<file path="config.mk">
export PLATFORM = sky130hd
export DESIGN_NAME = e1_rx_dpll
export DESIGN_NICKNAME = d
export VERILOG_FILES = /design/src/rtl/e1_rx_dpll.sv
export SDC_FILE = /design/constraint.sdc
export NUM_CORES = 1
export LEC_CHECK = 0
export BUFFER_PORTS_ARGS = -buffer_cell sky130_fd_sc_hd__buf_2
export CORE_MARGIN = 10
export CORE_UTILIZATION = 32
export DETAILED_ROUTE_END_ITERATION = 12
export GPL_ROUTABILITY_DRIVEN = 0
export GPL_TIMING_DRIVEN = 1
export SYNTH_ARGS = -nofsm -noshare
export SYNTH_HDL_FRONTEND = slang
export SYNTH_SLANG_ARGS = --single-unit
</file>
<file path="constraint.sdc">
create_clock -name clk -period 2.1 [get_ports clk]
set_clock_uncertainty 0.2 [all_clocks]
set_input_delay 0.42 -clock clk [delete_from_list [all_inputs] [get_ports clk]]
set_output_delay 0.42 -clock clk [all_outputs]
set_load 0.02 [all_outputs]
</file>
<file path="src/rtl/e1_rx_dpll.sv">
module e1_rx_dpll #(
  parameter int DIV = 8
) (
  input  logic clk,
  input  logic rst,
  input  logic rail_p_i,
  input  logic rail_n_i,
  output logic rclk_o,
  output logic ret_p_o,
  output logic ret_n_o
);

  localparam int CW   = $clog2(DIV);
  localparam int HALF = DIV / 2;
  localparam logic [CW-1:0] LAST = CW'(DIV - 1);
  localparam logic [CW-1:0] MID  = CW'(HALF);
  localparam logic [CW-1:0] TOP2 = CW'(DIV - 2);

  logic [CW-1:0] ph, ph_nx;
  logic p_q, n_q, mk_d, fixed;

  wire mark   = p_q | n_q;
  wire edge_s = mark & ~mk_d;
  wire adjust = edge_s & ~fixed & (ph != '0);

  always_comb begin
    ph_nx = (ph == LAST) ? '0 : ph + CW'(1);
    if (adjust) begin
      if (ph < MID)
        ph_nx = ph;
      else if (ph >= TOP2)
        ph_nx = ph - TOP2;
      else
        ph_nx = ph + CW'(2);
    end
  end

  always_ff @(posedge clk) begin
    if (rst) begin
      ph      <= '0;
      rclk_o  <= 1'b1;
      p_q     <= 1'b0;
      n_q     <= 1'b0;
      mk_d    <= 1'b0;
      fixed   <= 1'b0;
      ret_p_o <= 1'b0;
      ret_n_o <= 1'b0;
    end else begin
      ph     <= ph_nx;
      rclk_o <= (ph_nx < MID);
      p_q    <= rail_p_i;
      n_q    <= rail_n_i;
      mk_d   <= mark;
      if (adjust)
        fixed <= 1'b1;
      else if (ph == MID)
        fixed <= 1'b0;
      if (ph == MID) begin
        ret_p_o <= p_q;
        ret_n_o <= n_q;
      end
    end
  end

endmodule

</file>
### After elaboration in Yosys (flattened, before gate mapping)

Index checks and enable logic that the tools add are counted.

| storage, ports and cells | value |
|---|---|
| output and inout port bits | 3 |
| register bits after elaboration | 10 |

| operators by class | value |
|---|---|
| mux-type cells | 6 |
| bitwise gates (word level) | 6 |
| eq/ne operators | 2 |
| magnitude comparators | 3 |
| add/subtract/negate cells | 3 |
| reductions and logical operators | 2 |

Operator list:

| kind | number |
|---|---|
| two-way mux 3 bit | 4 |
| == test 3 bit, second input constant | 2 |
| < comparator 3 bit, second input constant | 2 |
| adder 3 x 1 -> 3 bit, second input constant | 1 |
| adder 3 x 2 -> 3 bit, second input constant | 1 |
| AND 1 bit | 3 |
| greater-or-equal comparator 3 bit, second input constant | 1 |
| nonzero test 3 bit | 1 |
| subtractor 3 bit, second input constant | 1 |
| two-way mux 1 bit | 2 |
| inverter 1 bit | 2 |
| nonzero test 2 bit | 1 |
| OR 1 bit | 1 |

### Logic depth before layout (Yosys ltp)

Gate-level depths: netlist of run 1.

| depth | value |
|---|---|
| word-level depth | 6 |
| gate-level depth with buffers | 6 |
| gate-level depth less buffers | 5 |

### Worst setup path after synthesis of run 1

Ideal clock, no wire load.

| path | value |
|---|---|
| path type | reg2reg |
| from | register ph[1] |
| to | register ph[0] |
| slack | 0.213 ns |
| setup time | 0.121 ns |
| arrival time | 1.565 ns |
| required time | 1.779 ns |
| period minus slack after synthesis | 1.887 ns |
| path buffers | 1 |
| cell stages (with the launch flop) | 7 |
| path through | dfxtp_1 inv_1 ha_1 nor2b_1 or4_1 buf_6 mux2_4 |

| on the way | value |
|---|---|
| word-level cells in the longest chain between the ends | 4 |
| elaborated cells on any way between the ends | 9 |
| those cells by class | order compare (2); eq/ne (1); mux (4); bitwise (1); reduce/logical (1) |

RTL lines:

| item | line | source |
|---|---|---|
| from (decl) | 19 | `logic [CW-1:0] ph, ph_nx;` |
| from (signal assigned) | 49 | `ph <= ph_nx;` |
| greater-or-equal comparator 3 bit | 31 | `else if (ph >= TOP2)` |
| two-way mux 3 bit | 31 |  |
| two-way mux 3 bit | 29 | `if (ph < MID)` |
| two-way mux 3 bit (*) | 28 | `if (adjust) begin` |

Every way passes the cells marked *; elsewhere a longest branch is shown, timed or not.
A chain may end at the register's enable or synchronous reset.

### Final worst setup path of run 1

| path | value |
|---|---|
| from | register ph[0] |
| to | register ph[1] |

| on the way | value |
|---|---|
| word-level cells in the longest chain between the ends | 4 |
| elaborated cells on any way between the ends | 12 |
| those cells by class | add/sub (3); order compare (2); eq/ne (1); mux (4); bitwise (1); reduce/logical (1) |

RTL lines:

| item | line | source |
|---|---|---|
| adder 3 x 2 -> 3 bit (tied with other cells) | 34 | `ph_nx = ph + CW'(2);` |
| two-way mux 3 bit | 31 |  |
| two-way mux 3 bit | 29 |  |
| two-way mux 3 bit (*) | 28 |  |

Marks and branches as above.

==> summary.txt, run 1 <==
Status
  – Status: finished, final reports clean

Logic synthesis
  – Cell variety after synth: 16
  – Post-synthesis cell area: 430 µm²
  – Syn Nets: 50
  – Synth Flop Type: dfxtp_1
  – Asr flop ratio synth: 0%
  – Top cells by count, synth: dfxtp_1, nor2b_1, nand2_1, nor2_1
  – Share of the synthesized area in the top cell type: 46.5%
  – Synth area leaders: dfxtp_1, mux2_4, ha_1, nor2b_1, a21oi_1
  – Synth Instances: 43
  – Synth Warn #: 0
  – Synth area leader: dfxtp_1
  – Most frequent cell after synthesis: dfxtp_1
  – Yosys reg bits: 10
  – Number of flops mapped to enable cells by yosys: 0
  – Sequential cell area fraction in the yosys report: 46.5%
  – Average instance area after synthesis: 10.0 µm²

Clock tree
  – Clock Tree Buf Depth: 2
  – Worst-Skew Late Latency: 0.26 ns
  – CTS buffer count: 3
  – # hold bufs at CTS: 0
  – CTS root buf: clkbuf_4
  – CTS tree: yes
  – Clock-pin slew on the worst setup and hold paths: 0.06 ns
  – H-Tree Depth: 1
  – Sink Count: 10

Power and ir drop
  – Pwr Total: 526 µW
  – P_sw: 150 µW
  – Clock power share: 23.5%
  – Sw Share: 28.6%
  – Internal power component: 375 µW
  – Worst vdd ir: 0.445 mV
  – P per Cell Area: 1040 mW/mm²
  – Register share of total power: 44.3%
  – Comb power frac: 32.2%
  – Leakage: 0.233 nW

Worst setup path
  – Crit end category: register
  – CP required: 2.04 ns
  – Critical path arrival: 1.87 ns
  – Launch point of the worst path: ph[0]
  – R2R Path Start: ph[0]
  – CP Launch Type: register
  – Register-to-Register Path Depth: 5
  – CP max FO: 5
  – Critical path type: register to register
  – Reg-to-reg slack, setup: 0.17 ns
  – FF-to-FF End: ph[1]
  – Worst Setup EP: ph[1]

Timing
  – Least-Margin Pin Slew: 0.249 ns
  – Final setup fails: 0
  – Tcrit/Tclk final: 91.8%
  – Max frequency: 0.519 GHz
  – Worst hold margin: 0.173 ns
  – RSZ-0062 raised after global routing: false
  – Final setup margin: 0.172 ns
  – Final TNS setup: 0 ns
  – Final hold viol count: 0
  – Final Slew Violations: 0
  – Minimum clock period: 1.93 ns
  – Slew margin rel.: 83.4%

GRT
  – Vias in the first global route: 312
  – Total gr overflow: 0
  – First-pass GRT wire length: 1290 µm
  – Layer with the highest usage: met2
  – Met2 Track Usage GR: 7.84%
  – Largest net degree at the start of global routing: 13
  – Met3 GRT Util: 5.17%
  – GRT met1 Usage: 4.58%
  – Total GRT Usage: 5.18%
  – Antenna violations before repair: 0

Detailed routing
  – Final WL: 744 µm
  – Vias: 309
  – First-pass detailed-route iteration total: 2
  – Antenna Violating Nets Remaining: 0
  – DR DRC count: 0
  – Initial drt markers: 2
  – Wire per inst: 11.1 µm
  – Via/cell ratio: 4.61

Final layout
  – Final cell count without fillers: 67
  – Post-route cell area: 505 µm²
  – Share of layout cells above drive strength 1: 28.8%
  – Util after Layout: 39.3%
  – Nets: 61
  – Area grow syn2layout: 17.4%
  – N_diodes: 0

Floorplanning
  – DIE AREA: 0.00321 mm²
  – Die H: 56.7 µm
  – Die Width: 56.7 µm
  – Initial core utilization: 33.5%
  – CORE AREA: 0.00128 mm²
  – Top Ports: 7
  – Rows: 13

Placed design
  – Post-DP Area: 479 µm²
  – Detailed Place HPWL: 538 µm
  – IO buf count: 6
  – Cells after DPL: 64
  – Pre-CTS WS: 0.0876 ns

Job
  – Max capacitance violation total: 0

Min path
  – Worst min path class: input port to register
cells in the final DEF, fill, tap and decap left out, drive strengths merged:
cell    count
a21oi       3
nor3b       1
or4         1
mux2i       1
nor2        4
dfxtp      10
nand3       2
nor2b       5
mux2        3
buf         8
xnor2       1
nor3        1
inv         2
clkbuf      3
nand2       4
ha          3
registers in the layout, indices dropped and copies added (netlist names):
name and cells:
n_q 1, ph 3, fixed 1, ret_p_o 1, p_q 1, mk_d 1
ret_n_o 1, rclk_o 1
layer usage:
| layer | routed length (µm) | part of all wire, % |
|---|---|---|
| met1 | 324 | 44 |
| met2 | 344 | 46 |
| met3 | 74 | 9.9 |
| met4 | 0 | 0 |
| met5 | 0 | 0 |
cell families (layout without fill, tap and decap cells):
kind of cell | Yosys count | in the layout | share of synthesized area (%)
buffers and inverters | 4 | 13 | 5.23
flip-flops | 10 | 10 | 46.5
AND/OR/NAND/NOR | 18 | 18 | 21.2
AO/OA/AOI/OAI | 3 | 3 | 3.49
multiplexers | 4 | 4 | 12.8
adder cells (fa/ha/maj) | 3 | 3 | 8.72
XOR/XNOR | 1 | 1 | 2.04
cell type report:
class,count,area (µm²)
inverter,2,7.51
clock buffer,3,22.5
sequential,10,200
timing repair buffer,8,45.0
multi-input combinational,29,211
tap,15,18.8
fill,145,779
how the worst min path moves through the flow:
| stage | from | slack (ns) | end | cells after the start |
|---|---|---|---|---|
| floorplan | fixed | 0.23 | fixed | 2 |
| global placement | ret_p_o | 0.24 | ret_p_o | 2 |
| detailed placement | ret_p_o | 0.25 | ret_p_o | 2 |
| CTS | rail_n_i | 0.17 | n_q | 2 |
| global route | rail_n_i | 0.18 | n_q | 2 |
| finish | rail_p_i | 0.17 | p_q | 2 |
power by group through the flow:
stage / Sequential (mW) / Combinational (mW) / Clock [mW]
floorplan: 0.248 / 0.116 / 0
global route: 0.236 / 0.194 / 0.141
CTS: 0.232 / 0.166 / 0.131
detailed placement: 0.236 / 0.164 / 0
finish: 0.233 / 0.169 / 0.124
global placement: 0.236 / 0.160 / 0
repair_timing:
action | CTS | global route
buffers inserted | 0 | 0
endpoints found under the setup margin | 0 | 3
resized for setup | 0 | 1
critical path: stages, from the launching register on:
cell and delay [ns]:
dfxtp_1 0.35, inv_1 0.08, ha_1 0.24, nor2b_1 0.15, or4_4 0.47, mux2_4 0.32
Note: power is estimated with default switching activity, not from simulation.
==> run 2, diff against run 1 <==
CORE_AREA = 10 10 47 49   (was not set)
CORE_MARGIN = not set   (was 10)
CORE_UTILIZATION = not set   (was 32)
DIE_AREA = 0 0 57 59   (was not set)
==> run 2 against run 1 <==
Compared with the run above: clock power is 37% higher; flip-flop and latch count stayed put; sequential power is 2% higher; power is 5.9% higher; via count is 2.3% lower; critical path depth stayed put; register-to-register slack better by 0.02 ns; first-iteration DRC count grew to 2.5 times the previous value; global-route usage is 0.12 points lower; utilization is 2.7 points lower; maximum frequency is 0.95% higher; largest power group unchanged; highest routed layer is now met4.
==> summary.txt, run 2 (synthesis gave the netlist of run 1 again) <==
Power and ir drop
  – Register share of total power: 42.7% (-1.6 points)
  – P_sw: 151 µW (+0.72%)
  – Worst vdd ir: 0.364 mV (-18%)
  – Comb power frac: 26.8% (-5.4 points)
  – Clock power share: 30.6% (+7.1 points)
  – Leakage: 0.235 nW (+0.84%)
  – Sw Share: 27.2% (-1.4 points)
  – P per Cell Area: 1080 mW/mm² (+4.3%)
  – Internal power component: 405 µW (+7.9%)

Worst setup path
  – CP max-delay cell: or4_4
  – Critical path arrival: 1.86 ns (about the same)
  – Bufs and invs on worst path: 1 (unchanged)
  – Reg-to-reg slack, setup: 0.19 ns (+0.02 ns)
  – CP Launch Type: register
  – R2R Path Start: ph[1]
  – Critical path type: register to register
  – Register-to-Register Path Depth: 5 (unchanged)
  – Crit path cell chain: inv_1 -> ha_1 -> nor2b_1 -> or4_4 -> mux2_4
  – Crit-path max cell delay: 0.48 ns (about the same)
  – Crit end category: register
  – CP delay by family, top: simple AND/OR/NAND/NOR gates
  – CP required: 2.05 ns (about the same)
  – FF-to-FF End: ph[0]
  – CP max FO: 5 (unchanged)

Detailed routing
  – Vias: 302 (-2.3%)
  – Via/cell ratio: 4.44 (-3.7%)
  – Antenna Violating Nets Remaining: 0 (unchanged)
  – Wire per inst: 10.4 µm (-6.2%)
  – Initial drt markers: 5 (+3)
  – First-pass detailed-route iteration total: 4 (+2)
  – DR DRC count: 0 (unchanged)
  – Final WL: 708 µm (-4.8%)

Min path
  – Worst min path class: input port to register
  – Worst Hold Depth: 2 (unchanged)
  – Hold Path Sink: n_q
  – Hold Startpoint: rail_n_i

Clock tree
  – Clock-pin slew on the worst setup and hold paths: 0.07 ns (about the same)
  – CTS root buf: clkbuf_4
  – Clock Tree Buf Depth: 2 (unchanged)
  – Sink Count: 10 (unchanged)
  – H-Tree Depth: 1 (unchanged)
  – # hold bufs at CTS: 0 (unchanged)
  – Worst-Skew Late Latency: 0.26 ns (about the same)
  – CTS buffer count: 3 (unchanged)
  – CTS tree: yes

GRT
  – Total GRT Usage: 5.06% (-0.12 points)
  – Antenna violations before repair: 0 (unchanged)
  – Largest net degree at the start of global routing: 13 (unchanged)
  – Total gr overflow: 0 (unchanged)
  – Vias in the first global route: 323 (+3.5%)
  – First-pass GRT wire length: 1290 µm (unchanged)

Timing
  – Max frequency: 0.524 GHz (+0.95%)
  – RSZ-0062 raised after global routing: false
  – Final Slew Violations: 0 (unchanged)
  – Tcrit/Tclk final: 90.9% (-0.87 points)
  – Final TNS setup: 0 ns (unchanged)
  – Final setup fails: 0 (unchanged)
  – Minimum clock period: 1.91 ns (-0.0182 ns)
  – Final hold viol count: 0 (unchanged)
  – Least-Margin Pin Slew: 0.252 ns (+0.00329 ns)
  – Slew margin rel.: 83.1% (-0.22 points)

Floorplanning
  – Die Width: 57 µm (+0.57%)
  – Rows: 14 (+1)
  – Initial core utilization: 30.7% (-2.8 points)
  – DIE AREA: 0.00336 mm² (+4.7%)
  – Top Ports: 7 (unchanged)
  – CORE AREA: 0.00140 mm² (+9.1%)
  – Die H: 59 µm (+4.1%)

Final layout
  – N_diodes: 0 (unchanged)
  – Max reg flops: 3 (unchanged)
  – Commonest non-fill, non-tap cell in the layout: dfxtp_1
  – Area grow syn2layout: 19.2%
  – Final cell count without fillers: 68 (+1.5%)
  – Share of layout cells above drive strength 1: 28.8% (unchanged)
  – Nets: 60 (-1.6%)
  – Top reg by flops: ph
  – Filler Cells Inserted: 160 (+10%)
  – Most frequent cells in the layout: dfxtp_1, buf_2, nor2b_1

Status
  – Status: finished, final reports clean

Placed design
  – Detailed Place HPWL: 521 µm (-3.3%)
  – Cells after DPL: 64 (unchanged)
  – IO buf count: 6 (unchanged)

Job
  – Max capacitance violation total: 0 (unchanged)
[run 2: worst register-to-register path, delay by kind of cell (launching register included)]
| kind | cells | cell delay (ns) |
|---|---|---|
| adders and majority gates | 1 | 0.22 |
| buffers and inverters | 1 | 0.06 |
| DFF | 1 | 0.39 |
| muxes | 1 | 0.32 |
| and+or+nand+nor | 2 | 0.62 |
[run 2: how the worst max path moves through the flow]
stage | startpoint | end | slack [ns] | depth (start not counted)
2_1_floorplan | ph[1] | ph[0] | 0.21 | 6
3_3_place_gp | ph[1] | ph[0] | 0.08 | 5
3_5_place_dp | ph[1] | ph[0] | 0.07 | 5
4_1_cts | ph[1] | ph[0] | 0.06 | 5
5_1_grt | ph[1] | ph[0] | 0.12 | 5
6_report | ph[1] | ph[0] | 0.19 | 5
[run 2: final cells by class]
type	count	area (µm²)	area share (%)
Clock buffer	4	36.3	7.07
Inverter	2	7.51	1.46
Timing Repair Buffer	7	37.5	7.32
Sequential cell	10	200	39.0
Multi-Input combinational cell	29	211	41.2
Tap cell	16	20.0	3.90
[run 2: stage by stage]
stage / instance area (µm²) / power [mW] / hold WS, ns / worst slack, ns / utilization, %
4_1_cts: 509 / 0.563 / 0.158 / 0.0570 / 36.3
6_report: 513 / 0.557 / 0.164 / 0.190 / 36.6
5_1_grt: 513 / 0.599 / 0.167 / 0.119 / 36.6
2_1_floorplan: 430 / 0.364 / 0.231 / 0.213 / -
3_3_place_gp: 473 / 0.386 / 0.243 / 0.0770 / 33.8
3_5_place_dp: 473 / 0.388 / 0.253 / 0.0709 / 33.8
[run 2: power groups by stage]
| stage | clock network, mW | registers [mW] | logic, mW |
|---|---|---|---|
| floorplan | 0 | 0.248 | 0.116 |
| global placement | 0 | 0.241 | 0.145 |
| detailed placement | 0 | 0.242 | 0.146 |
| CTS | 0.177 | 0.238 | 0.148 |
| global route | 0.187 | 0.242 | 0.171 |
| finish | 0.170 | 0.238 | 0.149 |
[run 2: repair_timing]
action | CTS | global route
setup buffers | 0 | 0
gates resized for setup | 0 | 1
endpoints found under the setup margin | 0 | 1
[run 2: routing by layer]
| layer | vias to the layer above | GRT usage [%] | wire (µm) |
|---|---|---|---|
| met5 | - | 0 | 0 |
| met4 | 0 | 5.03 | 13 |
| met3 | 2 | 2.79 | 40 |
| met2 | 6 | 7.13 | 320 |
| met1 | 135 | 5.11 | 334 |
| li1 | 159 | - | - |
